--- src/rtl/dbg_brk_pkg.sv ---
package dbg_brk_pkg;

    localparam int unsigned WP_COUNT  = 4;
    localparam int unsigned OCC_W     = 16;
    localparam int unsigned EXT_COUNT = 3;

    // position of each external line above the watchpoint cause bits
    typedef enum logic [1:0] {
        EXT_ONCHIP  = 2'd0,
        EXT_OFFCHIP = 2'd1,
        EXT_TOOL    = 2'd2
    } ext_src_e;

    typedef struct packed {
        logic             sw_trap;
        logic             dp_trap;
        logic [OCC_W-1:0] occ;
    } wp_cfg_t;

    function automatic logic wp_armed(input wp_cfg_t c);
        return c.sw_trap | c.dp_trap;
    endfunction

    // a count of 0 or 1 means every hit is the final one
    function automatic logic occ_final(input logic [OCC_W-1:0] remaining);
        return remaining <= OCC_W'(1);
    endfunction

endpackage

--- src/rtl/dbg_wp_channel.sv ---
module dbg_wp_channel
    import dbg_brk_pkg::*;
(
    input  logic    clk,
    input  logic    rst,
    input  logic    wr_i,
    input  wp_cfg_t wr_cfg_i,
    input  logic    hit_i,
    output logic    fire_o,
    output logic    pin_o
);

    wp_cfg_t          cfg_q;
    logic [OCC_W-1:0] remain_q;
    logic             counts;

    // a write in the same cycle as a hit takes precedence
    assign counts = hit_i & wp_armed(cfg_q) & ~wr_i;
    assign fire_o = counts & occ_final(remain_q);

    always_ff @(posedge clk) begin
        if (rst) begin
            cfg_q    <= '0;
            remain_q <= '0;
            pin_o    <= 1'b0;
        end else begin
            pin_o <= hit_i;
            if (wr_i) begin
                cfg_q    <= wr_cfg_i;
                remain_q <= wr_cfg_i.occ;
            end else if (counts) begin
                remain_q <= occ_final(remain_q) ? cfg_q.occ : remain_q - OCC_W'(1);
            end
        end
    end

    AST_PIN_MIRROR: assert property (@(posedge clk) disable iff (rst)
        !$past(rst) |-> (pin_o == $past(hit_i)))
        else $error("pin mismatch");

    AST_REMAIN_BOUND: assert property (@(posedge clk) disable iff (rst)
        remain_q <= cfg_q.occ)
        else $error("remaining count above programmed count");

endmodule

--- src/rtl/dbg_brk_collect.sv ---
module dbg_brk_collect
    import dbg_brk_pkg::*;
#(
    parameter int unsigned NUM_WP  = WP_COUNT,
    parameter int unsigned NUM_EXT = EXT_COUNT,
    localparam int unsigned NSRC   = NUM_WP + NUM_EXT
) (
    input  logic               clk,
    input  logic               rst,
    input  logic [NUM_WP-1:0]  wp_fire_i,
    input  logic [NUM_EXT-1:0] ext_i,
    input  logic               ri_i,
    input  logic               mask_mode_i,
    input  logic               ack_i,
    output logic               req_o,
    output logic [NSRC-1:0]    cause_o
);

    logic [NSRC-1:0] events;
    logic [NSRC-1:0] pend_nxt;
    logic            allow;
    logic            req_nxt;

    assign events   = {ext_i, wp_fire_i};
    assign allow    = ~mask_mode_i | ri_i;
    assign pend_nxt = ack_i ? events : (cause_o | events);
    assign req_nxt  = (|pend_nxt) & (allow | (req_o & ~ack_i));

    always_ff @(posedge clk) begin
        if (rst) begin
            cause_o <= '0;
            req_o   <= 1'b0;
        end else begin
            cause_o <= pend_nxt;
            req_o   <= req_nxt;
        end
    end

    AST_REQ_HELD: assert property (@(posedge clk) disable iff (rst)
        (req_o && !ack_i) |=> req_o)
        else $error("request dropped without acknowledge");

    AST_MASK_GATE: assert property (@(posedge clk) disable iff (rst)
        (mask_mode_i && !ri_i && !req_o) |=> !req_o)
        else $error("request raised while not restartable");

    AST_REQ_CAUSE: assert property (@(posedge clk) disable iff (rst)
        req_o |-> (cause_o != '0))
        else $error("request without cause");

    AST_ACK_DROP: assert property (@(posedge clk) disable iff (rst)
        (ack_i && events == '0) |=> (!req_o && cause_o == '0))
        else $error("acknowledge did not clear");

endmodule

--- src/rtl/dbg_brk_unit.sv ---
module dbg_brk_unit
    import dbg_brk_pkg::*;
#(
    parameter int unsigned NUM_WP  = WP_COUNT,
    localparam int unsigned SEL_W  = (NUM_WP > 1) ? $clog2(NUM_WP) : 1,
    localparam int unsigned NSRC   = NUM_WP + EXT_COUNT
) (
    input  logic              clk,
    input  logic              rst,
    input  logic [NUM_WP-1:0] wp_hit_i,
    output logic [NUM_WP-1:0] wp_pin_o,
    input  logic              cfg_wr_i,
    input  logic [SEL_W-1:0]  cfg_sel_i,
    input  logic              cfg_sw_en_i,
    input  logic              cfg_dp_en_i,
    input  logic [OCC_W-1:0]  cfg_count_i,
    input  logic              ext_onchip_i,
    input  logic              ext_offchip_i,
    input  logic              ext_tool_i,
    input  logic              ri_i,
    input  logic              mask_mode_i,
    input  logic              brk_ack_i,
    output logic              brk_req_o,
    output logic [NSRC-1:0]   brk_cause_o
);

    wp_cfg_t                wr_cfg;
    logic [NUM_WP-1:0]      fire;
    logic [EXT_COUNT-1:0]   ext_vec;

    assign wr_cfg = '{sw_trap: cfg_sw_en_i, dp_trap: cfg_dp_en_i, occ: cfg_count_i};

    always_comb begin
        ext_vec              = '0;
        ext_vec[EXT_ONCHIP]  = ext_onchip_i;
        ext_vec[EXT_OFFCHIP] = ext_offchip_i;
        ext_vec[EXT_TOOL]    = ext_tool_i;
    end

    for (genvar g = 0; g < NUM_WP; g++) begin : g_wp
        dbg_wp_channel u_chan (
            .clk      (clk),
            .rst      (rst),
            .wr_i     (cfg_wr_i && (cfg_sel_i == SEL_W'(g))),
            .wr_cfg_i (wr_cfg),
            .hit_i    (wp_hit_i[g]),
            .fire_o   (fire[g]),
            .pin_o    (wp_pin_o[g])
        );
    end

    dbg_brk_collect #(
        .NUM_WP  (NUM_WP),
        .NUM_EXT (EXT_COUNT)
    ) u_collect (
        .clk         (clk),
        .rst         (rst),
        .wp_fire_i   (fire),
        .ext_i       (ext_vec),
        .ri_i        (ri_i),
        .mask_mode_i (mask_mode_i),
        .ack_i       (brk_ack_i),
        .req_o       (brk_req_o),
        .cause_o     (brk_cause_o)
    );

endmodule

--- config.mk ---
export PLATFORM = sky130hd
export DESIGN_NAME = dbg_brk_unit
export DESIGN_NICKNAME = d
export VERILOG_FILES = /design/src/rtl/dbg_brk_pkg.sv /design/src/rtl/dbg_wp_channel.sv /design/src/rtl/dbg_brk_collect.sv /design/src/rtl/dbg_brk_unit.sv
export SDC_FILE = /design/constraint.sdc
export NUM_CORES = 1
export LEC_CHECK = 0
export BUFFER_PORTS_ARGS = -buffer_cell sky130_fd_sc_hd__clkbuf_2
export CORE_ASPECT_RATIO = 0.9
export CORE_MARGIN = 10
export CORE_UTILIZATION = 50
export CTS_CLUSTER_DIAMETER = 40
export CTS_CLUSTER_SIZE = 12
export DETAILED_ROUTE_END_ITERATION = 16
export HOLD_SLACK_MARGIN = 0.12
export PLACE_DENSITY = 0.68
export SLEW_MARGIN = 20
export SYNTH_ARGS = -nofsm -noshare
export SYNTH_HDL_FRONTEND = slang
export SYNTH_SLANG_ARGS = --single-unit
--- constraint.sdc ---
create_clock -name clk -period 5.59 [get_ports clk]
set_input_delay 0.559 -clock clk [delete_from_list [all_inputs] [get_ports clk]]
set_output_delay 0.559 -clock clk [all_outputs]
set_load 0.005 [all_outputs]
==> results by stage, run 1 <==
Run status:
- The run finished with clean final reports.

Power and ir drop:
- The maximum vdd ir drop is about 0.00024 V.
- In this run the static leakage power is 3.06 nW.
- Power spread over the standard cell area amounts to 352 mW/mm^2.

Routing:
- For this run, design rule violations remaining after detail routing come to 0.
- After detailed routing, the average wire length per cell comes to 17.7 microns.
- The number of antenna-violating nets in the routed design is 0.
- In this run, the number of DRC markers left after iteration 0 of detailed routing was 686.
- In the routed layout, each cell is associated on average with a via count of 5.99.
- The total via count after detailed routing is 6929.
- The first detailed-routing pass took 5 iterations.
- The final wirelength is around 20 mm.

Min path:
- The worst hold path begins at ext_onchip_i.
- The class of the tightest hold or removal check is primary input to flip-flop.

Clock network:
- Clock latency on the worst-skew pair, taken at its later pin, is between 0.4 and 0.5 ns.
- The tree is rooted in a clkbuf_16.
- Counting the buffers created by CTS gives 17.
- The clock transition at the registers of the reported paths is 0.06 ns.
- The longest clock path from root to sink contains 2 buffers.
- The post-CTS setup buffer count is 0.
- TritonCTS built the clock tree.
- For this design, the CTS-stage hold fixing added 0 buffers.
- In this run, post-CTS repair resized a total of 0 instances.
- The H-tree generated during clock tree synthesis spans 4 levels.
- The clock drives 148 sinks.

Global routing:
- The first global-routing pass estimated 33.5 mm of wire.
- The initial antenna violation count came to 1.
- The final global-route overflow total is 0.
- The overall fraction of global-route tracks in use is 0.206.
- Entering global routing, the biggest net connects 86 pins.
- The number of global-route vias before repair is 6445.

Worst setup path:
- Walking the worst path, the cells encountered are or4_1, nor4b_1, nand3_1, mux2i_1, a2111oi_0.
- At the worst endpoint, the required time is 5.90 ns.
- STA classifies the critical path endpoint as a flip-flop.
- The count of buffering cells on the critical path with inverters included is 0.
- The arrival time of data at the critical path endpoint is about 3.2 ns.
- The kind of critical path is flip-flop to flip-flop.
- The kind of start point of the critical path is a flip-flop.
- The cell with the largest stage delay on the worst path is nand3_1.
- The cell class contributing the biggest share of worst-path delay is simple AND/OR/NAND/NOR gates.
- For this run, the slowest stage of the critical path takes between 0.6 and 0.7 ns.
- The maximum fanout along the worst path is 19.
- In this run the worst setup path begins at g_wp[0].u_chan.remain_q[10]$_SDFFE_PP0P_.
- The startpoint identified for the worst register-to-register timing path is g_wp[0].u_chan.remain_q[10]$_SDFFE_PP0P_.

Timing:
- The timing-limited maximum frequency is between 300 and 400 MHz.
- The hold violation total from the final report is 0.
- The final sum of negative setup slack is 0 ns.
- The tightest slew margin relative to the limit is 0.309.
- Setup repair after global routing left no endpoint under its margin.
- The final worst-path cycle share is 0.510.
- The number of max-slew violations in the final report is 0.
- The worst slack on hold paths is 0.357 ns.
- In the post-route analysis, the smallest setup slack over all paths is 2.74 ns.
- Setup violations remaining at the end of the flow were counted as 0.
- The post-route minimum period is 2.85 ns.
- For the final database, setup skew stands at around 0.0050 ns.
- For the pin with the worst max-slew slack, the measured transition is 1.03 ns.

Synth:
- For this run, the register share of the synthesized area comes to 0.407.
- After synthesis, the largest family of logic cells by area is simple AND/OR/NAND/NOR gates.
- The top cell type by total area after synthesis is dfxtp_1.
- Of the post-synthesis cell area, the dominant cell type holds 0.407.
- The leading register cell type out of synthesis is dfxtp_1.
- The post-synthesis register bit count is roughly 150.
- In this run the cell area of the synthesized design comes to 0.00728 sq mm.
- In the synthesized netlist the async set-or-reset flop fraction comes to 0.
- The post-synthesis average cell area is 7.68 sq um.
- Of the total synthesized cell area, the portion taken by XOR and XNOR cells is 0.0385.
- The post-synthesis adder-cell area fraction is 0.0138.
- The number of synthesized flops with an enable pin is 0.
- The simple-gate area share of the yosys netlist is 0.251.
- Sorting the synthesized cells by area gives the leading types as dfxtp_1 41%, nand2_1 11%, a21oi_1 7.0%, nor2_1 3.8%, a21boi_0 3.2%.
- The area fraction in compound gates after synthesis is 0.242.
- When the netlist entered floorplanning its net count stood at 989.
- The count of mapped cells out of synthesis is 948.
- The count of synthesis-stage warnings from yosys is 0.
- Counting distinct cell types in the post-synthesis netlist gives 63.
- The portion of synthesized area spent on multiplexers is 0.00413.

Floorplanning:
- In this run the vertical extent of the chip is approximately 130 microns.
- The number of I/O pins is between 40 and 50.
- The floorplan step defined a die boundary enclosing about 0.02 sq mm.
- In this run the core area contains 41 standard-cell rows.
- The area of the core region is about 0.014 sq mm.
- The die span in x is 147 microns.
- For this configuration, the core starts out at a cell density of 0.514.

Layout:
- The library cells used most frequently in the layout, excluding fill and tap cells, are 208 x nand2_1, 148 x dfxtp_1, 102 x a21oi_1, 73 x nor2_1, 43 x clkbuf_2.
- The post-synthesis to final-layout area growth is 11.6%.
- The final layout contains 994 nets.
- The library cell used most frequently in the layout, excluding fill and tap cells, is nand2_1.
- In the final layout, the share of cells above drive strength 1 is 0.0925.
- After routing the design area is 0.00812 sq mm.

Placed design:
- OpenSTA, run right after detailed placement, puts the worst setup slack at 2.57 ns.
- Routability-driven placement finished with a final weighted congestion of about 0.89.
- Once detailed placement completed, the half-perimeter wirelength came to 13.5 mm.
- In this run the cell area measured after placement is ~0.0075 sq mm.
- Buffers placed on the I/O ports in this run total 44.

Run:
- The reported max-cap violation count is 0.
==> power breakdown <==
part	internal [mW]	switching [mW]	leakage [nW]
Clock	0.706	0.429	0.280
Sequential	1.11	0.0502	1.21
Combinational	0.212	0.357	1.57
==> registers in the layout, summed over array words and instances, names as in the netlist <==
| name | cells |
|---|---|
| g_wp.u_chan.pin_o | 4 |
| u_collect.cause_o | 7 |
| u_collect.req_o | 1 |
| g_wp.u_chan.cfg_q | 72 |
| g_wp.u_chan.remain_q | 64 |
==> path summary, 6_finish.rpt <==
check | to | slack, ns | cells past startpoint
hold / removal | u_collect.cause_o[4]$_SDFF_PP0_ | 0.36 | 3
setup reg to reg | g_wp[0].u_chan.remain_q[3]$_SDFFE_PP0P_ | 2.74 | 5
hold reg to reg | g_wp[0].u_chan.cfg_q[14]$_SDFFE_PP0P_ | 0.45 | 2
setup / recovery | g_wp[0].u_chan.remain_q[3]$_SDFFE_PP0P_ | 2.74 | 5
==> layout make-up <==
type,count,area (sq um)
clock buffer,24,502
sequential,148,2960
antenna,1,2.50
inverter,13,48.8
multi-input combinational,721,4010
fill,1385,6040
clock inverter,4,72.6
tap,193,241
timing repair buffer,52,283
==> worst register-to-register path, delay by kind of cell (launching register included) <==
| family | cells | cell delay [ns] |
|---|---|---|
| muxes | 1 | 0.27 |
| AOI/OAI and AO/OA | 1 | 0.38 |
| and+or+nand+nor | 3 | 1.73 |
| DFF | 1 | 0.35 |
==> cell families (layout without fill, tap and decap cells) <==
logic type | count (synthesis) | count (layout)
adders and majority gates | 8 | 8
buffers and inverters | 79 | 93
AOI/OAI and AO/OA | 276 | 276
and+or+nand+nor | 402 | 402
other | 0 | 1
DFF | 148 | 148
muxes | 3 | 3
xor gates and xnor gates | 32 | 32
==> synth_stat cells, types with 4 or more instances <==
cell      number
nor3_1        17
nor2b_1        6
nand2_1      208
and3_1         8
or4_1         11
buf_1          8
o211ai_1       6
a21oi_1      102
ha_1           8
o21ai_0       37
buf_4          4
o31ai_1        8
a21boi_0      31
nor3b_1        7
a41oi_1        9
nor4_1        13
o32ai_1        9
xnor2_1       19
dfxtp_1      148
nand3_1       23
clkbuf_1      52
a221oi_1       9
o22ai_1       27
nor2_1        73
nand2b_1       4
a31oi_1        4
nand4_1        5
xor2_1        13
inv_1         13
or3_1          7
==> routing by layer <==
| layer | track usage | vias up | share of wire |
|---|---|---|---|
| met5 | 0 | - | 0 |
| li1 | - | 3401 | - |
| met2 | 0.311 | 220 | 0.44 |
| met4 | 0.0721 | 0 | 0.016 |
| met3 | 0.0558 | 21 | 0.075 |
| met1 | 0.275 | 3287 | 0.47 |
==> metrics by stage <==
| stage | power (mW) | utilization | std cells |
|---|---|---|---|
| 2_1_floorplan | 1.60 | - | 948 |
| 3_3_place_gp | 1.73 | 0.533 | 1127 |
| 3_5_place_dp | 1.73 | 0.533 | 1127 |
| 4_1_cts | 2.86 | 0.573 | 1155 |
| 5_1_grt | 2.99 | 0.573 | 1155 |
| 6_report | 2.86 | 0.573 | 1156 |
No activity file was read; power rests on OpenSTA's default activity.
==> inputs of run 2 (changes only) <==
==> constraint.sdc (replaced) <==
create_clock -name clk -period 2.7 [get_ports clk]
set_input_delay 0.27 -clock clk [delete_from_list [all_inputs] [get_ports clk]]
set_output_delay 0.27 -clock clk [all_outputs]
set_load 0.005 [all_outputs]
==> results by stage, run 2 (synthesis gave the netlist of run 1 again) <==
Floorplanning:
- The starting density of the core was 0.514 (unchanged).
- The height of the die is 134 microns (unchanged).
- The floorplan row count was 41 (unchanged).
- The die area is 0.0198 sq mm (unchanged).
- The number of I/O pins is 45 (unchanged).
- The area of the core region came to 0.0142 sq mm (unchanged).
- The die span in x is 147 microns (unchanged).

Min path:
- The class of the tightest hold or removal check is primary input to flip-flop (unchanged).

Layout:
- The number of filler instances in the final layout is 1343 (was 1385).
- The flip-flop count of the largest register after layout is 72 (unchanged).
- The final standard cell area without fillers is 0.00837 sq mm (was 0.00812 sq mm).
- The area of combinational cells with multiple inputs is 0.00401 sq mm (unchanged).
- The count of placed standard cells in the final layout, fillers left out was 1186 (was 1156).
- Registers with the most flip-flops: g_wp.u_chan.cfg_q (72), g_wp.u_chan.remain_q (64), u_collect.cause_o (7) (unchanged).
- The commonest non-fill, non-tap cell in the layout is nand2_1 (unchanged).
- The final-stage net count was 1021 (was 994).
- The register bank with the most flops was g_wp.u_chan.cfg_q (unchanged).
- Most frequent cells in the layout: 208 x nand2_1, 148 x dfxtp_1, 102 x a21oi_1, 73 x nor2_1, 43 x clkbuf_2 (unchanged).
- The ratio of cells with drive above 1 in the final layout is 0.116 (was 0.0925).
- The storage element area is 0.00296 sq mm (unchanged).
- The post-synthesis to final-layout area growth is 15.0% (was 11.6%).
- The number of diodes is 0 (was 1).

Routing:
- The number of antenna-violating nets in the routed design is 0 (unchanged).
- The number of DRC violations after detailed-routing iteration 0 came to 643 (was 686).
- The number of remaining DRC errors is 0 (unchanged).
- The final wirelength was 20.9 mm (was 20.5 mm).
- The count of TritonRoute iterations in the first routing pass is 5 (unchanged).
- The total via count after detailed routing is 6953 (was 6929).
- The average via count per standard cell is 5.86 (was 5.99).
- The post-detailed-route wirelength per cell was 17.6 microns (was 17.7 microns).

Power and ir drop:
- The switching power share of the total is 0.299 (was 0.292).
- The share of power burned in registers is 0.398 (was 0.404).
- The net switching power is 1.79 mW (was 836 uW).
- The clock share of power was 0.396 (was 0.397).
- The logic gate share of total power is 0.206 (was 0.199).
- The maximum vdd ir drop is 0.000468 V (was 0.000245 V).
- The static leakage is 3.20 nW (was 3.06 nW).
- The power density normalized to cell area is 717 mW/mm^2 (was 352 mW/mm^2).
- The cell internal power dissipation was 4.20 mW (was 2.02 mW).

Worst setup path:
- The count of buffering cells on the critical path with inverters included was 1 (was 0).
- The arrival time of data at the critical path endpoint is 2.81 ns (was 3.16 ns).
- The required time of the worst setup path is 2.98 ns (was 5.90 ns).
- The critical path capture point type was a flip-flop (unchanged).
- The critical path's largest stage delay came to 0.61 ns (was 0.66 ns).
- The cell with the largest stage delay on the worst path is or4_1 (was nand3_1).
- Worst path cell trace: or4_1, nor4b_1, nand3_1, buf_4, o21ai_0, o22ai_1 (was or4_1, nor4b_1, nand3_1, mux2i_1, a2111oi_0).
- The kind of start point of the critical path is a flip-flop (unchanged).
- The maximum fanout along the worst path is 10 (was 19).
- The kind of critical path is flip-flop to flip-flop (unchanged).
- The cell class contributing the biggest share of worst-path delay is simple AND/OR/NAND/NOR gates (unchanged).

Global routing:
- The initial antenna violation count is 0 (was 1).
- The number of global-route vias before repair is 6434 (was 6445).
- The largest net degree at the start of global routing is 83 (was 86).
- The final global-route overflow total is 0 (unchanged).
- The overall fraction of global-route tracks in use came to 0.209 (was 0.206).
- The first-pass GRT wire length came to 33.9 mm (was 33.5 mm).

Placed design:
- The area of placed instances was 0.00770 sq mm (was 0.00754 sq mm).
- The cell count after placement is 1147 (was 1127).
- The total of buffers placed on input and output ports was 44 (unchanged).
- The estimated wirelength of the detail-placed design is 14.0 mm (was 13.5 mm).
- The global placer's final weighted congestion was 0.926 (was 0.886).
- The worst slack at placement is 0.262 ns (was 2.57 ns).

Timing:
- The measured slew at the worst slew-check pin was 0.906 ns (was 1.03 ns).
- Setup repair after global routing missed its margin: false (unchanged).
- The timing-limited maximum frequency is 396 MHz (was 351 MHz).
- The final worst-path cycle share is 0.935 (was 0.510).
- The smallest setup slack after layout came to 0.176 ns (was 2.74 ns).
- The final sum of negative setup slack is 0 ns (unchanged).
- The worst slack on hold paths is 0.178 ns (was 0.357 ns).
- The setup violation total in the final timing report is 0 (unchanged).
- The number of max-slew violations in the final report came to 0 (unchanged).
- The final setup skew was 0.00677 ns (was 0.00499 ns).
- The post-route minimum period is 2.52 ns (was 2.85 ns).
- The hold violation total from the final report was 0 (unchanged).
- The tightest slew margin relative to the limit is 0.396 (was 0.309).

Clock network:
- The number of H-tree branching levels is 4 (unchanged).
- The number of hold-repair buffers added at the cts stage is 7 (was 0).
- The number of resized instances in the post-cts repair step is 0 (unchanged).
- The clock root buffer is clkbuf_16 (unchanged).
- The clock transition at the registers of the reported paths was 0.06 ns (about the same).
- The clock sink count came to 148 (unchanged).
- The clock tree from TritonCTS is yes (unchanged).
- The worst-case clock buffer depth is 2 (unchanged).
- The post-CTS setup buffer count is 0 (unchanged).
- The insertion delay to the later sink of the worst-skew pair came to 0.43 ns (about the same).
- The number of buffers added by the clock tree synthesis step was 17 (unchanged).

Run:
- The reported max-cap violation count is 0 (unchanged).

Run status:
- Status: complete, no violations (unchanged).
[run 2: worst min-delay path: cells and delay by family]
kind | cells | cell delay [ns]
buffers and inverters | 1 | 0.15
AND/OR/NAND/NOR | 1 | 0.08
AO/OA/AOI/OAI | 1 | 0.05
[run 2: final timing paths]
| check | from | to | slack (ns) | cells past startpoint |
|---|---|---|---|---|
| min reg2reg | g_wp[0].u_chan.cfg_q[7]$_SDFFE_PP0P_ | g_wp[0].u_chan.cfg_q[7]$_SDFFE_PP0P_ | 0.45 | 2 |
| min | cfg_dp_en_i | g_wp[1].u_chan.cfg_q[16]$_SDFFE_PP0P_ | 0.18 | 3 |
| max | g_wp[0].u_chan.remain_q[10]$_SDFFE_PP0P_ | g_wp[0].u_chan.remain_q[10]$_SDFFE_PP0P_ | 0.18 | 6 |
| max reg2reg | g_wp[0].u_chan.remain_q[10]$_SDFFE_PP0P_ | g_wp[0].u_chan.remain_q[10]$_SDFFE_PP0P_ | 0.18 | 6 |
[run 2: cell type report]
type / count / share of cell area
clock buffer: 20 / 0.0558
clock inverter: 12 / 0.0154
inverter: 13 / 0.00583
multi-input combinational: 721 / 0.479
sequential: 148 / 0.354
tap: 193 / 0.0289
timing repair buffer: 79 / 0.0616
[run 2: through the flow]
step                      utilization  power [mW]
after global routing            0.591        6.29
final                           0.591        6.00
after global placement          0.544        3.63
after detailed placement        0.544        3.63
after floorplan                     -        3.30
after CTS                       0.591        6.03
[run 2: per-layer routing]
metal  track usage  part of all wire  wire length, microns
met1         0.281              0.47                  9930
met2         0.321              0.44                  9250
met3        0.0561             0.066                  1380
met4        0.0644             0.017                   365
met5             0                 0                     0
[run 2: power groups by stage]
| stage | Sequential [mW] | Clock, mW | Combinational (mW) |
|---|---|---|---|
| after floorplan | 2.41 | 0 | 0.897 |
| final | 2.39 | 2.38 | 1.23 |
| after global routing | 2.41 | 2.50 | 1.38 |
| after global placement | 2.43 | 0 | 1.20 |
| after CTS | 2.39 | 2.42 | 1.22 |
| after detailed placement | 2.43 | 0 | 1.20 |
